==> src/rtl/blt_pkg.sv <==
package blt_pkg;
  localparam int ADDR_W = 24;
  localparam int DIM_W  = 16;
  localparam int RA_W   = 5;

  localparam int RA_CTL  = 0;
  localparam int RA_DEP  = 1;
  localparam int RA_OPC  = 2;
  localparam int RA_SRC0 = 4;
  localparam int RA_SRC1 = 5;
  localparam int RA_SRC2 = 6;
  localparam int RA_DST0 = 8;
  localparam int RA_DST1 = 9;
  localparam int RA_DST2 = 10;
  localparam int RA_WID0 = 12;
  localparam int RA_WID1 = 13;
  localparam int RA_HGT0 = 14;
  localparam int RA_HGT1 = 15;
  localparam int RA_PIT0 = 16;
  localparam int RA_PIT1 = 17;
  localparam int RA_FG0  = 18;
  localparam int RA_FG1  = 19;

  localparam logic [7:0] OP_MOVE_FWD  = 8'h02;
  localparam logic [7:0] OP_MOVE_BACK = 8'h03;
  localparam logic [7:0] OP_FILL      = 8'h0C;

  typedef struct packed {
    logic [ADDR_W-1:0] src;
    logic [ADDR_W-1:0] dst;
    logic [DIM_W-1:0]  wid;
    logic [DIM_W-1:0]  hgt;
    logic [DIM_W-1:0]  pitch;
    logic [15:0]       fg;
    logic [7:0]        opc;
    logic              d16;
  } cfg_t;

  typedef enum logic [1:0] {S_IDLE, S_RD, S_WR, S_FIN} blt_state_t;
endpackage

==> src/rtl/blt_regs.sv <==
module blt_regs
  import blt_pkg::*;
(
  input  logic            clk,
  input  logic            rst,
  input  logic            wr,
  input  logic [RA_W-1:0] addr,
  input  logic [7:0]      wdata,
  input  logic            busy,
  output cfg_t            cfg,
  output logic            start,
  output logic [7:0]      rdata
);
  logic [7:0] rd_mux;

  assign start = wr && !busy && (addr == RA_W'(RA_CTL)) && wdata[7];

  always_ff @(posedge clk) begin
    if (rst) begin
      cfg <= '0;
    end else if (wr && !busy) begin
      case (addr)
        RA_W'(RA_DEP):  cfg.d16          <= wdata[0];
        RA_W'(RA_OPC):  cfg.opc          <= wdata;
        RA_W'(RA_SRC0): cfg.src[7:0]     <= wdata;
        RA_W'(RA_SRC1): cfg.src[15:8]    <= wdata;
        RA_W'(RA_SRC2): cfg.src[23:16]   <= wdata;
        RA_W'(RA_DST0): cfg.dst[7:0]     <= wdata;
        RA_W'(RA_DST1): cfg.dst[15:8]    <= wdata;
        RA_W'(RA_DST2): cfg.dst[23:16]   <= wdata;
        RA_W'(RA_WID0): cfg.wid[7:0]     <= wdata;
        RA_W'(RA_WID1): cfg.wid[15:8]    <= wdata;
        RA_W'(RA_HGT0): cfg.hgt[7:0]     <= wdata;
        RA_W'(RA_HGT1): cfg.hgt[15:8]    <= wdata;
        RA_W'(RA_PIT0): cfg.pitch[7:0]   <= wdata;
        RA_W'(RA_PIT1): cfg.pitch[15:8]  <= wdata;
        RA_W'(RA_FG0):  cfg.fg[7:0]      <= wdata;
        RA_W'(RA_FG1):  cfg.fg[15:8]     <= wdata;
        default: ;
      endcase
    end
  end

  always_comb begin
    case (addr)
      RA_W'(RA_CTL):  rd_mux = {busy, 7'b0};
      RA_W'(RA_DEP):  rd_mux = {7'b0, cfg.d16};
      RA_W'(RA_OPC):  rd_mux = cfg.opc;
      RA_W'(RA_SRC0): rd_mux = cfg.src[7:0];
      RA_W'(RA_SRC1): rd_mux = cfg.src[15:8];
      RA_W'(RA_SRC2): rd_mux = cfg.src[23:16];
      RA_W'(RA_DST0): rd_mux = cfg.dst[7:0];
      RA_W'(RA_DST1): rd_mux = cfg.dst[15:8];
      RA_W'(RA_DST2): rd_mux = cfg.dst[23:16];
      RA_W'(RA_WID0): rd_mux = cfg.wid[7:0];
      RA_W'(RA_WID1): rd_mux = cfg.wid[15:8];
      RA_W'(RA_HGT0): rd_mux = cfg.hgt[7:0];
      RA_W'(RA_HGT1): rd_mux = cfg.hgt[15:8];
      RA_W'(RA_PIT0): rd_mux = cfg.pitch[7:0];
      RA_W'(RA_PIT1): rd_mux = cfg.pitch[15:8];
      RA_W'(RA_FG0):  rd_mux = cfg.fg[7:0];
      RA_W'(RA_FG1):  rd_mux = cfg.fg[15:8];
      default:        rd_mux = 8'h00;
    endcase
  end

  always_ff @(posedge clk) begin
    if (rst) rdata <= 8'h00;
    else     rdata <= rd_mux;
  end
endmodule

==> src/rtl/blt_walker.sv <==
module blt_walker
  import blt_pkg::*;
(
  input  logic              clk,
  input  logic              rst,
  input  logic              load,
  input  logic              adv,
  input  logic [ADDR_W-1:0] src_base,
  input  logic [ADDR_W-1:0] dst_base,
  input  logic [DIM_W-1:0]  wid,
  input  logic [DIM_W-1:0]  hgt,
  input  logic [DIM_W-1:0]  pitch,
  input  logic              d16,
  input  logic              back,
  output logic [ADDR_W-1:0] src_addr,
  output logic [ADDR_W-1:0] dst_addr,
  output logic              last
);
  logic [ADDR_W-1:0] src_row, dst_row;
  logic [DIM_W-1:0]  x_cnt, y_cnt;
  logic [ADDR_W-1:0] step, row_step;
  logic [ADDR_W-1:0] src_nrow, dst_nrow, src_npix, dst_npix;
  logic              row_end;

  assign step     = d16 ? ADDR_W'(2) : ADDR_W'(1);
  assign row_step = ADDR_W'({pitch, 1'b0});
  assign row_end  = (x_cnt == wid);
  assign last     = row_end && (y_cnt == hgt);

  assign src_nrow = back ? src_row - row_step : src_row + row_step;
  assign dst_nrow = back ? dst_row - row_step : dst_row + row_step;
  assign src_npix = back ? src_addr - step : src_addr + step;
  assign dst_npix = back ? dst_addr - step : dst_addr + step;

  always_ff @(posedge clk) begin
    if (rst) begin
      src_row <= '0; dst_row <= '0; src_addr <= '0; dst_addr <= '0;
      x_cnt <= '0; y_cnt <= '0;
    end else if (load) begin
      src_row <= src_base; src_addr <= src_base;
      dst_row <= dst_base; dst_addr <= dst_base;
      x_cnt <= '0; y_cnt <= '0;
    end else if (adv) begin
      if (row_end) begin
        x_cnt    <= '0;
        y_cnt    <= y_cnt + 1'b1;
        src_row  <= src_nrow; src_addr <= src_nrow;
        dst_row  <= dst_nrow; dst_addr <= dst_nrow;
      end else begin
        x_cnt    <= x_cnt + 1'b1;
        src_addr <= src_npix;
        dst_addr <= dst_npix;
      end
    end
  end
endmodule

==> src/rtl/blt_ctrl.sv <==
module blt_ctrl
  import blt_pkg::*;
(
  input  logic        clk,
  input  logic        rst,
  input  logic        start,
  input  logic [7:0]  opc,
  input  logic        last,
  input  logic        mem_ready,
  input  logic [15:0] mem_rdata,
  output logic        busy,
  output logic        done_pulse,
  output logic        mem_req,
  output logic        mem_we,
  output logic        adv,
  output logic [15:0] rbuf
);
  blt_state_t state;
  logic       is_move;

  assign is_move = (opc == OP_MOVE_FWD) || (opc == OP_MOVE_BACK);
  assign mem_req = (state == S_RD) || (state == S_WR);
  assign mem_we  = (state == S_WR);
  assign adv     = (state == S_WR) && mem_ready;

  always_ff @(posedge clk) begin
    if (rst) begin
      state      <= S_IDLE;
      busy       <= 1'b0;
      done_pulse <= 1'b0;
      rbuf       <= '0;
    end else begin
      done_pulse <= 1'b0;
      case (state)
        S_IDLE: if (start) begin
          busy <= 1'b1;
          if (is_move)              state <= S_RD;
          else if (opc == OP_FILL)  state <= S_WR;
          else                      state <= S_FIN;
        end
        S_RD: if (mem_ready) begin
          rbuf  <= mem_rdata;
          state <= S_WR;
        end
        S_WR: if (mem_ready) begin
          if (last)         state <= S_FIN;
          else if (is_move) state <= S_RD;
          else              state <= S_WR;
        end
        default: begin
          busy       <= 1'b0;
          done_pulse <= 1'b1;
          state      <= S_IDLE;
        end
      endcase
    end
  end
endmodule

==> src/rtl/blt_engine.sv <==
module blt_engine
  import blt_pkg::*;
(
  input  logic              clk,
  input  logic              rst,
  input  logic              reg_wr,
  input  logic [RA_W-1:0]   reg_addr,
  input  logic [7:0]        reg_wdata,
  output logic [7:0]        reg_rdata,
  output logic              mem_req,
  output logic              mem_we,
  output logic              mem_wide,
  output logic [ADDR_W-1:0] mem_addr,
  output logic [15:0]       mem_wdata,
  input  logic [15:0]       mem_rdata,
  input  logic              mem_ready,
  output logic              done_pulse
);
  cfg_t              cfg;
  logic              busy, start, adv, last;
  logic [ADDR_W-1:0] src_addr, dst_addr;
  logic [15:0]       rbuf, pix;

  blt_regs u_regs (
    .clk(clk), .rst(rst), .wr(reg_wr), .addr(reg_addr), .wdata(reg_wdata),
    .busy(busy), .cfg(cfg), .start(start), .rdata(reg_rdata)
  );

  blt_walker u_walk (
    .clk(clk), .rst(rst), .load(start), .adv(adv),
    .src_base(cfg.src), .dst_base(cfg.dst), .wid(cfg.wid), .hgt(cfg.hgt),
    .pitch(cfg.pitch), .d16(cfg.d16), .back(cfg.opc == OP_MOVE_BACK),
    .src_addr(src_addr), .dst_addr(dst_addr), .last(last)
  );

  blt_ctrl u_ctrl (
    .clk(clk), .rst(rst), .start(start), .opc(cfg.opc), .last(last),
    .mem_ready(mem_ready), .mem_rdata(mem_rdata), .busy(busy),
    .done_pulse(done_pulse), .mem_req(mem_req), .mem_we(mem_we),
    .adv(adv), .rbuf(rbuf)
  );

  assign pix       = (cfg.opc == OP_FILL) ? cfg.fg : rbuf;
  assign mem_wdata = cfg.d16 ? pix : {8'h00, pix[7:0]};
  assign mem_addr  = mem_we ? dst_addr : src_addr;
  assign mem_wide  = cfg.d16;
endmodule

==> config.mk <==
export PLATFORM = sky130hd
export DESIGN_NAME = blt_engine
export DESIGN_NICKNAME = d
export VERILOG_FILES = /design/src/rtl/blt_pkg.sv /design/src/rtl/blt_regs.sv /design/src/rtl/blt_walker.sv /design/src/rtl/blt_ctrl.sv /design/src/rtl/blt_engine.sv
export SDC_FILE = /design/constraint.sdc
export NUM_CORES = 1
export LEC_CHECK = 0
export CAP_MARGIN = 5
export CORE_ASPECT_RATIO = 1.1
export CORE_UTILIZATION = 62
export CTS_CLUSTER_SIZE = 16
export DETAILED_ROUTE_END_ITERATION = 6
export PLACE_DENSITY_LB_ADDON = 0.3
export SLEW_MARGIN = 20
export SYNTH_ARGS = -nofsm -noshare
export SYNTH_HDL_FRONTEND = slang
export SYNTH_HIERARCHICAL = 1
export SYNTH_SLANG_ARGS = --single-unit
==> constraint.sdc <==
create_clock -name clk -period 10.9 [get_ports clk]
set_input_delay 1.09 -clock clk [delete_from_list [all_inputs] [get_ports clk]]
set_output_delay 1.09 -clock clk [all_outputs]
set_load 0.01 [all_outputs]
======== Word level (Yosys, flattened, before mapping) ========
Cells that the tools add are included.
word-level totals
  register bits after elaboration ......... 277
  output and inout bits ................... 52
  input bits .............................. 33
operators by class
  multiplexer cells ....................... 33
  reductions and logical operators ........ 36
  bitwise logic cells ..................... 1
  $add $sub $neg .......................... 10
  equality and inequality tests ........... 26
operator list
  cell                                                  number
  2-to-1 mux 24 bit                                     17
  one-hot mux 8 bit (17 select lines)                   1
  adder 24 x 17 -> 24 bit                               2
  adder 24 bit                                          2
  2-to-1 mux 16 bit                                     3
  subtractor 24 x 17 -> 24 bit                          2
  subtractor 24 bit                                     2
  AND reduction 2 bit                                   20
  equality test 5 x 4 -> 1 bit (second input constant)  7
  adder 16 x 1 -> 16 bit (second input constant)        2
  equality test 16 bit                                  2
  equality test 5 bit (second input constant)           4
  equality test 8 x 2 -> 1 bit (second input constant)  2
  equality test 5 x 3 -> 1 bit (second input constant)  3
  2-to-1 mux 2 bit                                      7
  equality test 8 x 4 -> 1 bit (second input constant)  1
  one-hot mux 2 bit (3 select lines)                    1
  equality test 5 x 1 -> 1 bit (second input constant)  1
  equality test 5 x 2 -> 1 bit (second input constant)  1
  logical AND 1 bit                                     5
  zero test 5 bit                                       1
  inequality test 2 bit (second input constant)         2
  nonzero test 2 bit                                    2
  OR reduction 2 bit                                    2
  other kinds (11)                                      14

======== Longest topological paths before layout ========
  word-level depth ........................ 6
  gate-level depth with buffers ........... 21

======== Cells and area by module ========
The synthesis kept the hierarchy.
modules (own cells, without submodules)
  module      sequential area each (µm²)  cells an instance  times used  area each (µm²)
  blt_walker  2562.5                      1432               1           11090.6
  blt_regs    2582.5                      691                1           5794.3
  blt_ctrl    400.4                       103                1           848.3
  blt_engine  0.0                         67                 1           588.1

======== Worst setup path after synthesis ========
No wires, ideal clock.
  path type ............................... reg2reg
  start point ............................. reg, netlist name u_regs/cfg[6]
  end point ............................... reg u_walk.dst_addr[15]
  slack ................................... 1647 ps
  required time ........................... 10788 ps
  arrival time ............................ 9141 ps
  cell stages (with the launch flop) ...... 20
  cells stage by stage .................... dfxtp_1 or4_4 nor4_1 buf_2 buf_1 clkbuf_1 mux2i_1 fa_1 a21oi_1 maj3_2 a2111o_1 nand4_1 maj3_2 o211ai_2 nand2_2 maj3_1 maj3_1 xor2_1 a21oi_1 a2111oi_1
on the way
  word-level cells in the longest chain between the ends .. 5
RTL lines
  what                                         line                                RTL
  equality test 8 x 2 -> 1 bit (*)             blt_engine.sv:32                    .pitch(cfg.pitch), .d16(cfg.d16), .back(cfg.opc == OP_MOVE_BACK),
  2-to-1 mux 24 bit, on equally long branches  blt_walker.sv:33, blt_walker.sv:31
  2-to-1 mux 24 bit (*)                        blt_walker.sv:44                    if (row_end) begin
  2-to-1 mux 24 bit (*)                        blt_walker.sv:43                    end else if (adv) begin
  2-to-1 mux 24 bit (*)                        blt_walker.sv:39                    end else if (load) begin
  to (signal assigned)                         blt_walker.sv:41                    dst_row <= dst_base; dst_addr <= dst_base;
  to (signal assigned)                         blt_walker.sv:48                    dst_row <= dst_nrow; dst_addr <= dst_nrow;
  to (signal assigned)                         blt_walker.sv:52                    dst_addr <= dst_npix;
  to (decl)                                    blt_walker.sv:16                    output logic [ADDR_W-1:0] dst_addr,
Every way passes the cells marked *; elsewhere a longest branch is shown, timed or not. The select of a mux whose other input is x is not followed.
A chain may end at the register's enable or synchronous reset.

======== Worst setup path after layout ========
  start point ............................. reg, netlist name u_regs/cfg[6]
  end point ............................... reg u_walk.src_addr[22]
on the way
  word-level cells in the longest chain between the ends .. 5
RTL lines
  what                                         line                                RTL
  equality test 8 x 2 -> 1 bit (*)             blt_engine.sv:32
  2-to-1 mux 24 bit, on equally long branches  blt_walker.sv:32, blt_walker.sv:30
  2-to-1 mux 24 bit (*)                        blt_walker.sv:44
  2-to-1 mux 24 bit (*)                        blt_walker.sv:43
  2-to-1 mux 24 bit (*)                        blt_walker.sv:39
  to (signal assigned)                         blt_walker.sv:40                    src_row <= src_base; src_addr <= src_base;
  to (signal assigned)                         blt_walker.sv:47                    src_row <= src_nrow; src_addr <= src_nrow;
  to (signal assigned)                         blt_walker.sv:51                    src_addr <= src_npix;
  to (decl)                                    blt_walker.sv:15                    output logic [ADDR_W-1:0] src_addr,
Marks and branches as above.

==> impl.org <==
** STA
- Of the available clock period, the critical path in the final layout requires 50.1%.
- Fin. max-slew vios :: 0
- Setup repair after global routing left no endpoint under its margin.
- Hold violation total from the final report :: 0
- Actual slew at the worst max-slew pin :: 1.05 ns
- Headroom to the max-slew limit came out at 29.7%.
- Setup Total Neg Slack :: 0 ns
- Minimum period implied by the final worst setup slack :: 5.46 ns
- Across the routed clock network, the largest skew measured is 0.0178 ns.
- Achievable clock frequency :: 183 MHz
- # setup viols final :: 0
- Setup slack of the critical path after layout :: 5.44 ns

** Critical path
- The critical path is of the register to register type.
- CP peak stage delay :: 0.58 ns
- Logic depth of the worst register-to-register path :: 19
- The cell family contributing the most delay on the critical path is compound AO/OA/AOI/OAI gates.
- Together, buffers and inverters on the worst path number 2.
- Register-to-register setup slack :: 5.44 ns
- The startpoint identified for the worst register-to-register timing path is u_regs/cfg[6].
- The worst setup path is captured at a register.
- Largest fanout on the critical path :: 32
- STA classifies the critical path startpoint as a register.
- At the worst endpoint, the arrival time is 5.91 ns.
- The endpoint identified for the worst register-to-register timing path is u_walk/src_addr[22].
- CP Cell Sequence :: or4_4 -> nor4_2 -> buf_4 -> nor2b_1 -> inv_1 -> fa_1 -> nor2b_1 -> o21ai_0 -> a21boi_0 -> o21ai_0 -> a21boi_0 -> a31oi_1 -> a31oi_1 -> a41o_1 -> nor4_1 -> o31ai_1 -> xor2_1 -> o311ai_0 -> nor2_1
- For this design, the slowest cell found on the critical path is sky130_fd_sc_hd__or4_4.
- At the worst endpoint, the required time is 11.36 ns.
- Tracing the worst setup path back leads to its startpoint at u_regs/cfg[6].

** Synthesis
- Mean instance size in the synthesized netlist :: 7.99 µm²
- Yosys warning count :: 6
- For this run, the leading register cell type out of synthesis is sky130_fd_sc_hd__dfxtp_1.
- Synthesis inferred 277 register bits.
- Post-synthesis cell count :: 2293
- Part of the Yosys area used for sequential elements :: 30.3%
- In this run, synthesis inferred 0 flip-flops with an integrated enable.
- Synthesized Nets :: 2403
- In the synthesized netlist the async set-or-reset flop fraction comes to 0%.
- Counting distinct cell types in the post-synthesis netlist gives 109.
- Cell area after technology mapping :: 18300 µm²

** Route
- After detailed routing, the number of remaining DRC violations is 3.
- In this run, the number of DRC markers left after iteration 0 of detailed routing was 2035.
- The routed layout has 18100 vias.
- The count of nets left with antenna violations once routing finished came out at 0.
- In the routed layout, each cell is associated on average with a via count of 6.71.
- Final routed wire length divided by cell count :: 23.2 µm
- The final layout contains routed wiring with a total length of 62300 µm.
- Detailed Routing Iterations Pass 1 :: 7

** CTS
- Clock latency reported for the late side of the worst-skew pair :: 0.57 ns
- In this run, post-CTS hold repair placed 0 buffers.
- Clock slew at the register clock pins of the worst setup and hold paths :: 0.06 ns
- Count of cells resized by post-cts repair :: 0
- TritonCTS built the clock tree.
- Total clock buffers created by CTS :: 30
- In this run the post-CTS setup repair buffer count came out at 0.
- No sink is reached through more buffers than the 3 on the longest clock path.
- The tree is rooted in a sky130_fd_sc_hd__clkbuf_16.
- Sinks on the clock net :: 277
- CTS built an H-tree with a depth of 1.

** GRT
- Number of global-route vias before repair :: 17000
- Total global routing track utilization :: 40.0%
- Global-route wire length before repair :: 95800 µm
- Global-route congestion overflow total :: 0
- The number of antenna violations at the first check in global routing is 0.
- Maximum number of pins on one net before global-route repair :: 92

** Floorplan
- The core region is 28900 µm².
- The die covers 30200 µm².
- Number of rows in the core area :: 65
- Chip width :: 166 µm
- Count of boundary I/O pins :: 85
- Initial standard-cell utilization of the core :: 63.5%
- Measured along the y axis, the die boundary spans 182 µm.

** Placed design
- Instance area after placement :: 19300 µm²
- Final HPWL DP :: 44600 µm
- Buffers placed on the I/O ports in this run total 84.
- At the placement stage, the worst setup path has a slack of 5.50 ns.
- Routability-driven placement finished with a final weighted congestion of 0.999.

** Cells and area
- Nets :: 2409
- Ant. Diodes :: 0
- Area delta synth->final :: 10.5%
- At the end of the flow the core is filled with cells to 70.1%.
- Final std cell area, no fill :: 20200 µm²
- In the final layout, the share of cells above drive strength 1 is 8.05%.
- Leaving out fill and tap cells, the most frequent cell in the layout is sky130_fd_sc_hd__nand2_1.
- Most frequent cells in the layout :: 297 x sky130_fd_sc_hd__nand2_1, 277 x sky130_fd_sc_hd__dfxtp_1, 231 x sky130_fd_sc_hd__a21oi_1
- Number of inserted filler cells in the final layout :: 2333

** Pwr
- Power spread over the standard cell area amounts to 159 nW/µm².
- Total Power :: 3.21 mW
- Summed over all cells, the static leakage comes to 7.60 nW.
- IR Drop Worst-Case VDD :: 0.126 mV

** Hold path
- For hold timing, the worst endpoint is u_ctrl/rbuf[7].
- Along the worst hold path, the cell count comes to 2.
- The startpoint identified for the worst hold timing path is u_ctrl/rbuf[7].
- Hold Path Class :: register to register

** Job
- MaxCap Viol Count :: 0

** Status
- Run status :: finished with violations
- Violated checks :: design-rule violations
-- how the worst max path moves through the flow --
stage,slack [ns],cells after the start,end
after detailed placement,5.50,19,u_walk/src_addr[22]
after global routing,5.07,19,u_walk/src_addr[22]
after global placement,5.67,19,u_walk/src_addr[22]
final,5.44,19,u_walk/src_addr[22]
after CTS,5.47,19,u_walk/src_addr[22]
after floorplan,1.65,19,u_walk/dst_addr[15]
-- layer usage --
layer,wire length [µm],vias up,track usage [%]
li1,-,8237,-
met1,23700,8565,48.3
met2,29300,1050,67.8
met3,5690,201,6.20
met4,3730,0,23.4
met5,0,-,0
-- cell usage after synthesis, types with 17 or more instances --
cell / count / area [µm²]
sky130_fd_sc_hd__a22oi_1: 23 / 173
sky130_fd_sc_hd__nand4_1: 17 / 106
sky130_fd_sc_hd__nor3_1: 44 / 220
sky130_fd_sc_hd__and3_1: 21 / 131
sky130_fd_sc_hd__mux2_2: 34 / 383
sky130_fd_sc_hd__a21oi_1: 231 / 1160
sky130_fd_sc_hd__inv_1: 51 / 191
sky130_fd_sc_hd__o21ai_0: 73 / 365
sky130_fd_sc_hd__nand2b_1: 17 / 106
sky130_fd_sc_hd__nand3_1: 117 / 586
sky130_fd_sc_hd__nor2_1: 219 / 822
sky130_fd_sc_hd__dfxtp_1: 277 / 5550
sky130_fd_sc_hd__nor2b_1: 25 / 156
sky130_fd_sc_hd__a21o_1: 27 / 203
sky130_fd_sc_hd__a211oi_1: 20 / 150
sky130_fd_sc_hd__a31oi_1: 31 / 194
sky130_fd_sc_hd__mux2i_1: 76 / 761
sky130_fd_sc_hd__nor4_1: 19 / 119
sky130_fd_sc_hd__ha_1: 73 / 913
sky130_fd_sc_hd__xor2_1: 87 / 762
sky130_fd_sc_hd__xnor2_1: 79 / 692
sky130_fd_sc_hd__buf_2: 28 / 140
sky130_fd_sc_hd__nand2_1: 297 / 1110
sky130_fd_sc_hd__clkbuf_1: 92 / 345
-- worst reg2reg max path: cells and delay by family, from the launching register on --
family,cells,cell delay [ns]
AO/OA/AOI/OAI,9,2.47
AND/OR/NAND/NOR,6,1.45
buffers and inverters,2,0.56
adder cells (fa/ha/maj),1,0.41
flip-flops,1,0.36
XOR/XNOR,1,0.10
-- cells by family (layout without fill, tap and decap cells) --
group | after synthesis | in the layout | share of synthesized area, %
compound gates | 583 | 583 | 21.0
xor+xnor | 179 | 179 | 9.38
fa+ha+maj | 88 | 88 | 6.06
buf+inv | 193 | 222 | 4.40
flops | 277 | 277 | 30.3
mux | 112 | 112 | 6.41
simple gates | 861 | 861 | 22.5
-- cell type report --
cell class | instances | area [µm²] | share of cell area [%]
inverter | 56 | 210 | 1.04
multi-input combinational | 1823 | 12000 | 59.3
tap | 368 | 460 | 2.27
timing repair buffer | 111 | 1040 | 5.16
clock buffer | 45 | 878 | 4.34
sequential | 277 | 5550 | 27.4
clock inverter | 10 | 110 | 0.544
-- report_power, final --
part	leakage [nW]	switching [mW]	internal, mW	total (mW)
Combinational	4.88	0.612	0.424	1.04
Sequential	2.24	0.0642	1.07	1.13
Clock	0.486	0.440	0.603	1.04
-- state kept, by name (all words and copies together) (netlist names) --
signal             count
u_ctrl/busy            1
u_ctrl/done_pulse      1
u_ctrl/rbuf           16
u_ctrl/state           2
u_regs/cfg           121
u_regs/rdata           8
u_walk/dst_addr       24
u_walk/dst_row        24
u_walk/src_addr       24
u_walk/src_row        24
u_walk/x_cnt          16
u_walk/y_cnt          16
-- through the flow --
step                hold WS (ns)  cells
floorplan                  0.434   2293
detailed placement         0.445   2635
CTS                        0.453   2690
finish                     0.453   2690
global route               0.471   2690
global placement           0.442   2634
No activity file was read; power rests on OpenSTA's default activity.
